<file path="src/rtl/iec_pkg.sv">
// Shared encodings for the interrupt event controller.
package iec_pkg;
    typedef enum logic [2:0] {
        SEL_IDX   = 3'd0,
        SEL_MASK  = 3'd1,
        SEL_RAW   = 3'd2,
        SEL_MSKST = 3'd3,
        SEL_SET   = 3'd4,
        SEL_CLR   = 3'd5,
        SEL_MODE  = 3'd6
    } sel_e;

    typedef enum logic [1:0] {
        MODE_OFF = 2'd0,
        MODE_SW  = 2'd1,
        MODE_HW  = 2'd2,
        MODE_ALT = 2'd3
    } mode_e;
endpackage

</file>
<file path="src/rtl/iec_prio_enc.sv">
// Fixed-priority encoder: lowest set bit wins.
// Assumes NUM_SRC >= 1; the index is position+1, or 0 when nothing is set.
module iec_prio_enc #(
    parameter int NUM_SRC = 9,
    localparam int IDX_W  = $clog2(NUM_SRC + 1)
) (
    input  logic [NUM_SRC-1:0] masked,
    output logic [IDX_W-1:0]   idx,
    output logic [NUM_SRC-1:0] grant
);
    // Isolate the lowest set bit as a one-hot grant.
    assign grant = masked & (~masked + NUM_SRC'(1));

    // Scan from the top down so the lowest set bit is written last.
    always_comb begin
        idx = '0;
        for (int i = NUM_SRC - 1; i >= 0; i--) begin
            if (masked[i]) idx = IDX_W'(i + 1);
        end
    end
endmodule

</file>
<file path="src/rtl/iec_flag_bank.sv">
// Sticky raw flags, one register per source.
// Setting terms take precedence over all clearing terms in the same cycle.
module iec_flag_bank #(
    parameter int NUM_SRC = 9
) (
    input  logic               clk,
    input  logic               rst_n,
    input  logic [NUM_SRC-1:0] evt_pulse,
    input  logic               evt_en,
    input  logic [NUM_SRC-1:0] set_wr,
    input  logic [NUM_SRC-1:0] clr_wr,
    input  logic [NUM_SRC-1:0] ack_oh,
    input  logic               auto_clr,
    output logic [NUM_SRC-1:0] raw
);
    for (genvar i = 0; i < NUM_SRC; i++) begin : g_bit
        logic flag_q;
        logic set_i;
        logic clr_i;
        assign set_i = (evt_en & evt_pulse[i]) | set_wr[i];
        assign clr_i = clr_wr[i] | ack_oh[i] | auto_clr;
        // Update one flag: set wins, else clear, else hold.
        always_ff @(posedge clk) begin
            if (!rst_n) flag_q <= 1'b0;
            else        flag_q <= set_i | (flag_q & ~clr_i);
        end
        assign raw[i] = flag_q;
    end
endmodule

</file>
<file path="src/rtl/iec_regs.sv">
// Register port: decodes selects into strobes, holds mask and mode,
// and muxes read data. Assumes NUM_SRC >= 2 so the mode fits the data bus.
module iec_regs #(
    parameter int NUM_SRC = 9,
    localparam int IDX_W  = $clog2(NUM_SRC + 1)
) (
    input  logic               clk,
    input  logic               rst_n,
    input  logic [2:0]         reg_sel,
    input  logic               reg_wr,
    input  logic               reg_rd,
    input  logic               reg_dbg,
    input  logic [NUM_SRC-1:0] reg_wdata,
    input  logic [NUM_SRC-1:0] raw,
    input  logic [NUM_SRC-1:0] masked,
    input  logic [IDX_W-1:0]   idx,
    output logic [NUM_SRC-1:0] mask_q,
    output logic [1:0]         mode_q,
    output logic [NUM_SRC-1:0] set_wr,
    output logic [NUM_SRC-1:0] clr_wr,
    output logic               ack_req,
    output logic [NUM_SRC-1:0] reg_rdata
);
    import iec_pkg::*;

    sel_e sel;
    assign sel = sel_e'(reg_sel);

    // Write-one strobes and processor acknowledge.
    assign set_wr  = (reg_wr && sel == SEL_SET) ? reg_wdata : '0;
    assign clr_wr  = (reg_wr && sel == SEL_CLR) ? reg_wdata : '0;
    assign ack_req = reg_rd && !reg_dbg && sel == SEL_IDX;

    // Mask and mode storage.
    always_ff @(posedge clk) begin
        if (!rst_n) begin
            mask_q <= '0;
            mode_q <= MODE_SW;
        end else if (reg_wr) begin
            if (sel == SEL_MASK) mask_q <= reg_wdata;
            if (sel == SEL_MODE) mode_q <= reg_wdata[1:0];
        end
    end

    // Read data multiplexer.
    always_comb begin
        case (sel)
            SEL_IDX:   reg_rdata = NUM_SRC'(idx);
            SEL_MASK:  reg_rdata = mask_q;
            SEL_RAW:   reg_rdata = raw;
            SEL_MSKST: reg_rdata = masked;
            SEL_MODE:  reg_rdata = NUM_SRC'(mode_q);
            default:   reg_rdata = '0;
        endcase
    end
endmodule

</file>
<file path="src/rtl/irq_evt_ctrl.sv">
// Top of the prioritized interrupt event controller.
// Assumes single-cycle event pulses and one register access per cycle.
module irq_evt_ctrl #(
    parameter int NUM_SRC = 9,
    localparam int IDX_W  = $clog2(NUM_SRC + 1)
) (
    input  logic               clk,
    input  logic               rst_n,
    input  logic [NUM_SRC-1:0] evt_pulse,
    input  logic [2:0]         reg_sel,
    input  logic               reg_wr,
    input  logic               reg_rd,
    input  logic               reg_dbg,
    input  logic [NUM_SRC-1:0] reg_wdata,
    output logic [NUM_SRC-1:0] reg_rdata,
    output logic               irq
);
    import iec_pkg::*;

    logic [NUM_SRC-1:0] raw, masked, mask_q, set_wr, clr_wr, grant, ack_oh;
    logic [1:0]         mode_q;
    logic [IDX_W-1:0]   idx;
    logic               ack_req, line_on;

    assign masked  = raw & mask_q;
    assign ack_oh  = ack_req ? grant : '0;
    assign line_on = (mode_q != MODE_OFF);

    iec_regs #(.NUM_SRC(NUM_SRC)) u_regs (
        .clk(clk), .rst_n(rst_n), .reg_sel(reg_sel), .reg_wr(reg_wr),
        .reg_rd(reg_rd), .reg_dbg(reg_dbg), .reg_wdata(reg_wdata),
        .raw(raw), .masked(masked), .idx(idx), .mask_q(mask_q),
        .mode_q(mode_q), .set_wr(set_wr), .clr_wr(clr_wr),
        .ack_req(ack_req), .reg_rdata(reg_rdata)
    );

    iec_flag_bank #(.NUM_SRC(NUM_SRC)) u_flags (
        .clk(clk), .rst_n(rst_n), .evt_pulse(evt_pulse), .evt_en(line_on),
        .set_wr(set_wr), .clr_wr(clr_wr), .ack_oh(ack_oh),
        .auto_clr(mode_q == MODE_HW), .raw(raw)
    );

    iec_prio_enc #(.NUM_SRC(NUM_SRC)) u_enc (
        .masked(masked), .idx(idx), .grant(grant)
    );

    // Registered combined interrupt line.
    always_ff @(posedge clk) begin
        if (!rst_n) irq <= 1'b0;
        else        irq <= line_on && (masked != '0);
    end
endmodule

</file>
<file path="config.mk">
export PLATFORM = sky130hd
export DESIGN_NAME = irq_evt_ctrl
export DESIGN_NICKNAME = d
export VERILOG_FILES = /design/src/rtl/iec_pkg.sv /design/src/rtl/iec_prio_enc.sv /design/src/rtl/iec_flag_bank.sv /design/src/rtl/iec_regs.sv /design/src/rtl/irq_evt_ctrl.sv
export SDC_FILE = /design/constraint.sdc
export NUM_CORES = 1
export LEC_CHECK = 0
export ABC_CLOCK_PERIOD_IN_PS = 2200
export CAP_MARGIN = 20
export CORE_ASPECT_RATIO = 1.75
export CORE_MARGIN = 2
export CORE_UTILIZATION = 40
export CTS_CLUSTER_DIAMETER = 100
export DETAILED_ROUTE_END_ITERATION = 12
export PLACE_DENSITY = 0.72
export SLEW_MARGIN = 25
export SYNTH_ARGS = -nofsm -noshare
export SYNTH_HDL_FRONTEND = slang
export SYNTH_SLANG_ARGS = --single-unit
</file>
<file path="constraint.sdc">
create_clock -name clk -period 2.2 [get_ports clk]
set_input_delay 0.44 -clock clk [delete_from_list [all_inputs] [get_ports clk]]
set_output_delay 0.44 -clock clk [all_outputs]
set_load 0.02 [all_outputs]
</file>
# Yosys cells after proc, flatten, opt, wreduce, memory -nomap -nowiden
# Cells that the tools add are included.
# W data, S select, Z words.
[word_totals]
ff_bits = 21
in_bits = 26
out_inout_bits = 10
[classes]
n_addsub = 1
n_eq_ne = 7
mux = 13
bitwise_logic = 66
reduce_logical = 11
[ops]
columns = ["cell", "n"]
rows = [
  ["$pmux W9 S5", 1],
  ["$mux W4", 9],
  ["$or A1 B1 Y1", 36],
  ["$mux W9", 3],
  ["$and A1 B1 Y1", 18],
  ["$and A9 B9 Y9", 2],
  ["$add A9 B1 Y9 const B", 1],
  ["$eq A3 B3 Y1 const B", 3],
  ["$not A1 Y1", 9],
  ["$not A9 Y9", 1],
  ["$reduce_bool A9 Y1", 1],
  ["$eq A3 B2 Y1 const B", 2],
  ["$logic_and A1 B1 Y1", 5],
  ["$reduce_and A2 Y1", 2],
  ["$eq A3 B1 Y1 const B", 1],
  ["$logic_not A3 Y1", 1],
  ["$eq A2 B2 Y1 const B", 1],
  ["$reduce_bool A2 Y1", 1],
  ["$logic_not A1 Y1", 1],
]

# Depth between registers and ports, before layout
[depth]
ltp_word = 11
mapped_depth = 6
depth_no_buf = 4

# Modules after synthesis
# Synthesis repeated with hierarchy kept, for this count alone.
[hier_totals]
cells_unflattened = 206
hier_area_um2 = 1719.1
[modules_own_cells]
columns = ["mod", "n_inst", "cells_per_inst", "area_each_um2"]
rows = [
  ["iec_regs", 1, 110, 893.4],
  ["iec_flag_bank", 1, 46, 454.2],
  ["irq_evt_ctrl", 1, 27, 191.4],
  ["iec_prio_enc", 1, 23, 180.2],
]

# Worst setup path before layout
# No wires, ideal clock.
[synth_path]
path_kind = "input to output"
from = "in reg_sel[0]"
to = "out reg_rdata[0]"
arrival_time_ps = 1457
setup_slack_ps = 303
path_stages = 4
cell_sequence = "buf_2 nor3_1 nand2_1 o21ai_0"
[synth_between]
elab_chain_cells = 2
[synth_lines]
columns = ["item", "line_no", "rtl"]
rows = [
  ["start, declared", "irq_evt_ctrl.sv:10", "input logic [2:0] reg_sel,"],
  ["$eq A3 B3 Y1, or another cell as far along", "iec_regs.sv:47", "case (sel)"],
  ["$pmux W9 S5 (*)", "iec_regs.sv:47", ""],
  ["end, declared", "irq_evt_ctrl.sv:15", "output logic [NUM_SRC-1:0] reg_rdata,"],
]
# Every way passes the cells marked *; elsewhere a longest branch is shown, timed or not.

# Worst setup path in the final report
[layout_path]
from = "reg u_flags.g_bit[0].flag_q"
to = "out reg_rdata[3]"
[layout_between]
elab_chain_cells = 3
[layout_lines]
columns = ["item", "line_no", "rtl"]
rows = [
  ["start, declared", "iec_flag_bank.sv:17", "logic flag_q;"],
  ["start signal, assigned", "iec_flag_bank.sv:25", "else flag_q <= set_i | (flag_q & ~clr_i);"],
  ["$and A9 B9 Y9", "irq_evt_ctrl.sv:25", "assign masked = raw & mask_q;"],
  ["$mux W4", "iec_prio_enc.sv:18", "if (masked[i]) idx = IDX_W'(i + 1);"],
  ["$pmux W9 S5", "iec_regs.sv:47", ""],
]
# No other way between the ends.

==> results by stage <==
CTS:
- The clock network latency to the later pin of the worst-skew pair is approximately 0.26 ns.
- TritonCTS built the clock tree.
- The clock edge transition at the registers on the reported setup and hold paths is 0.08 ns.
- The maximum root-to-sink buffer count is 2.
- The number of clock sinks is 21.
- The number of clock buffers added by TritonCTS is 3.
- CTS built an H-tree with a depth of 1.
- The cell at the root of the clock tree is clkbuf_8.

Pwr:
- Power spread over the standard cell area amounts to ~460 mW/mm^2.
- The portion of total power attributed to combinational logic is between 20% and 30%.
- The fraction of power spent switching nets is ~28%.
- The internal power of the cells totals 664 uW.
- Power comes to about 930 uW.
- The switching power is 261 uW.
- IR analysis of the VDD net gives a maximum drop of 0.342 mV.
- Summed over all cells, the static leakage comes to roughly 0.83 nW.
- Per report_power, the sequential group accounts for between 40 and 50% of the total.
- The clock power share is approximately 28%.

Synthesis:
- The per-instance average area after synthesis is 7.49 sq um.
- Sequential cells were found to cover between 30% and 40% of the synthesized design area.
- Counting flops and latches in the post-synthesis netlist gives 21.
- The synthesized netlist net count is between 200 and 250.
- The number of warnings printed during yosys synthesis is 0.
- The number of standard cells after synthesis is between 150 and 200.
- In this run the cell area of the synthesized design comes to 0.00133 sq mm.
- The count of distinct cell types in the synthesized netlist is just over 40.

Global routing:
- The global-route wire length before repair is roughly 7000 microns.
- Global routing used a little over two fifths of the available met2 tracks.
- The via count of the first global-routing pass is about 1600.
- The pin count of the biggest net entering global routing is 15.
- Global routing finished with a remaining overflow of 0.
- The met3 track demand over resource in global routing is under 10%.
- For met1 alone, demand over resource in global routing was around 30%.
- The initial antenna violation count is 0.
- The highest-utilization routing layer at the global route stage is met2.
- The total global routing track utilization is around a quarter.

Floorplanning:
- In this run the core area contains 27 standard-cell rows.
- The overall die area is 0.00381 sq mm.
- The height of the die is approximately 80 microns.
- For this configuration, the core starts out at a cell density of 42.2%.
- The placeable core region is about 0.0031 sq mm.
- The die is between 40 and 50 microns wide.
- The I/O pin count is 36.

Run:
- The tool flagged a number of max-cap violations equal to 0.

Setup path:
- The signal on the critical path passes through a222oi_1, buf_4, nand3_4, nor4b_4, o21a_1, buf_6.
- The dominant delay contributor by cell family on the critical path is compound AO/OA/AOI/OAI gates.
- The register-to-register setup slack is between 0.4 and 0.5 ns.
- The largest single stage delay on the critical path is approximately 0.36 ns.
- The worst setup path endpoint is reg_rdata[3].
- The path depth of the worst reg2reg path is 6.
- STA classifies the critical path endpoint as a primary output.
- The number of gates on the worst path with buffers counted is 6.
- At the worst endpoint, the required time is 1.76 ns.
- The startpoint identified for the worst register-to-register timing path is u_flags.g_bit[0].flag_q.
- The largest fanout on the critical path is 2.
- In this run the worst setup path begins at u_flags.g_bit[0].flag_q.
- Counting both buffers and inverters, the worst setup path holds a total of 2.
- The critical register-to-register path endpoint is u_flags.g_bit[5].flag_q.
- The slowest stage of the critical path is the a222oi_1 cell.
- Data on the critical path arrives at its endpoint at between 1.5 and 2 ns.
- The worst setup path is launched from a register.
- The critical path is of the reg2out type.

Status:
- The flow ran to the end, and the final reports show no timing, DRC or antenna violations.

Timing:
- The final-report max-slew violation count was 0.
- For the final database, setup skew stands at ~0.0042 ns.
- The shortest clock period the worst path allows after layout is 2.16 ns.
- The slew at the pin closest to its max-slew limit is roughly 0.48 ns.
- The final worst-path cycle share is a little over nine tenths.
- The count of final hold-check violations is 0.
- The post-route worst hold slack is slightly above 0.5 ns.
- Setup repair after global routing could not meet its margin everywhere.
- Setup violations remaining at the end of the flow were counted as 0.
- The relative slew slack is between 60% and 70%.
- Derived from the worst setup path, the maximum achievable clock frequency is roughly 460 MHz.

Layout:
- The post-route netlist has roughly 23% of its cells at a drive strength greater than 1.
- The area occupied by registers is 422 sq um.
- The layout filler cell count is 286.
- In the layout the commonest cells are 45 x nand2_1, 35 x buf_4, 23 x clkdlybuf4s50_1.
- Leaving out filler cells and counting taps, the final layout contains 283.
- In the final layout, the multi-input gates occupy roughly 860 sq um.
- The finished cells cover between 0.002 and 0.0025 sq mm.
- The number of antenna diodes in the final layout is 0.
- In the final design database the tool counted roughly 270 nets.
- Leaving out fill and tap cells, the most frequent cell in the layout is nand2_1.
- The area growth from synthesis to layout is 52.5%.

Place:
- The wire-length estimate of the detail-placed layout is around 3300 microns.
- During placement, the flow inserted port buffers numbering 35.
- The number of cells in the design after placement is between 200 and 300.
- The standard cell area after detailed placement is about 0.0019 sq mm.
- The final weighted congestion of routability-driven global placement is 0.897.

Route:
- The count of TritonRoute iterations in the first routing pass is 4.
- The detailed-route via count is ~1700.
- The number of nets with antenna violations after routing is 0.
- For this run, design rule violations remaining after detail routing come to 0.
- The total routed wirelength is roughly 4500 microns.
- The routed wire length per instance is approximately 16 microns.
- The violation count after the first detailed-route iteration is 67.
- The detailed-route vias per instance is roughly 5.8.

Min path:
- The worst hold path belongs to the class reg2reg.
- The count of cells along the worst hold path is 2.
[through the flow]
| stage | setup TNS (ns) | util [%] | setup slack, ns |
|---|---|---|---|
| floorplan | 0 | - | 0.303 |
| global placement | -3.76 | 61.3 | -0.450 |
| detailed placement | -4.09 | 61.3 | -0.524 |
| CTS | 0 | 63.4 | 0.0105 |
| global route | -0.0831 | 64.4 | -0.0632 |
| finish | 0 | 64.4 | 0.0367 |
[tightest hold or removal path, cell delays in order (launching register included)]
cell and delay [ns]:
dfxtp_1 0.34, nand2_1 0.06, a21boi_0 0.06
[synth_stat cells]
library cell     number  share of area [%]
clkinv_1              1               0.28
a311oi_1              1               0.66
a21boi_0             12                6.8
and4_1                1               0.66
mux2i_1               2                1.5
o21a_1                1               0.57
o22ai_1               9                4.2
and4b_1               1               0.75
and3_1                2               0.94
dfxtp_1              21                 32
nand3_1               7                2.6
nor4b_1               1               0.66
clkdlybuf4s18_2       1               0.75
a211oi_1              1               0.57
nor3_1                2               0.75
or2_2                 1               0.47
nor4b_2               1                1.1
inv_1                 5                1.4
nand2_1              45                 13
o21ai_1               1               0.38
o21ai_0               5                1.9
nand2b_1              1               0.47
a22oi_1               4                2.3
buf_4                 1               0.57
a222oi_1              3                2.3
and2_1                1               0.47
and2_0                1               0.47
nor2_1                7                2.0
nand4_1               6                2.8
o32a_1                2                1.5
nor4bb_1              1               0.75
nor2b_1               3                1.4
buf_2                 5                1.9
clkbuf_1              4                1.1
a32o_1                1               0.75
a21o_1                1               0.57
a221oi_1              1               0.66
o2111ai_1             3                2.0
a22o_1                7                4.6
o211a_1               1               0.75
a21oi_1               3                1.1
[state kept, by name, indices dropped and copies added, names as in the netlist]
register	flops
u_flags.g_bit.flag_q	9
u_regs.mask_q	9
irq	1
u_regs.mode_q	2
[area by class of cell]
cell class              instances  area share [%]
multi-input cells             139            42.7
flip-flops and latches         21            20.8
clock buffers                   3            2.04
well taps                      43            2.66
repair buffers                 70            30.4
inverters                       6            1.11
clock inverters                 1           0.247
[cells by family (layout without fill, tap and decap cells)]
logic type             after synthesis  in the layout  synth area share (%)
flip-flops                          21             21                  31.7
AND/OR/NAND/NOR                     81             81                  29.2
buffers and inverters               17             80                  6.04
AO/OA/AOI/OAI                       56             56                  31.6
multiplexers                         2              2                  1.51
[power groups by stage]
| stage | logic, mW | registers [mW] | clock network, mW |
|---|---|---|---|
| 3_3_place_gp | 0.240 | 0.423 | 0 |
| 5_1_grt | 0.269 | 0.419 | 0.279 |
| 4_1_cts | 0.244 | 0.416 | 0.261 |
| 6_report | 0.252 | 0.418 | 0.256 |
| 2_1_floorplan | 0.103 | 0.428 | 0 |
| 3_5_place_dp | 0.246 | 0.425 | 0 |
[repair_timing]
action | 4_1_cts | 5_1_grt
pin swaps | 4 | 6
endpoints found under the setup margin | 9 | 6
gates resized for setup | 34 | 13
hold buffers | 0 | 0
setup buffers | 2 | 1
[how the worst min path moves through the flow]
stage | from | end
final | u_regs.mask_q[8] | u_regs.mask_q[8]
after global routing | u_regs.mask_q[8] | u_regs.mask_q[8]
after global placement | u_regs.mask_q[8] | u_regs.mask_q[8]
after detailed placement | u_regs.mask_q[8] | u_regs.mask_q[8]
after floorplan | u_regs.mask_q[7] | u_regs.mask_q[7]
after CTS | u_regs.mask_q[8] | u_regs.mask_q[8]
[per-layer routing]
metal  vias to the layer above  routed length, microns
li1                        788                       -
met1                       765                    1680
met2                        76                    2350
met3                        22                     254
met4                         0                     215
met5                         -                       0
Note: power is estimated with default switching activity, not from simulation.
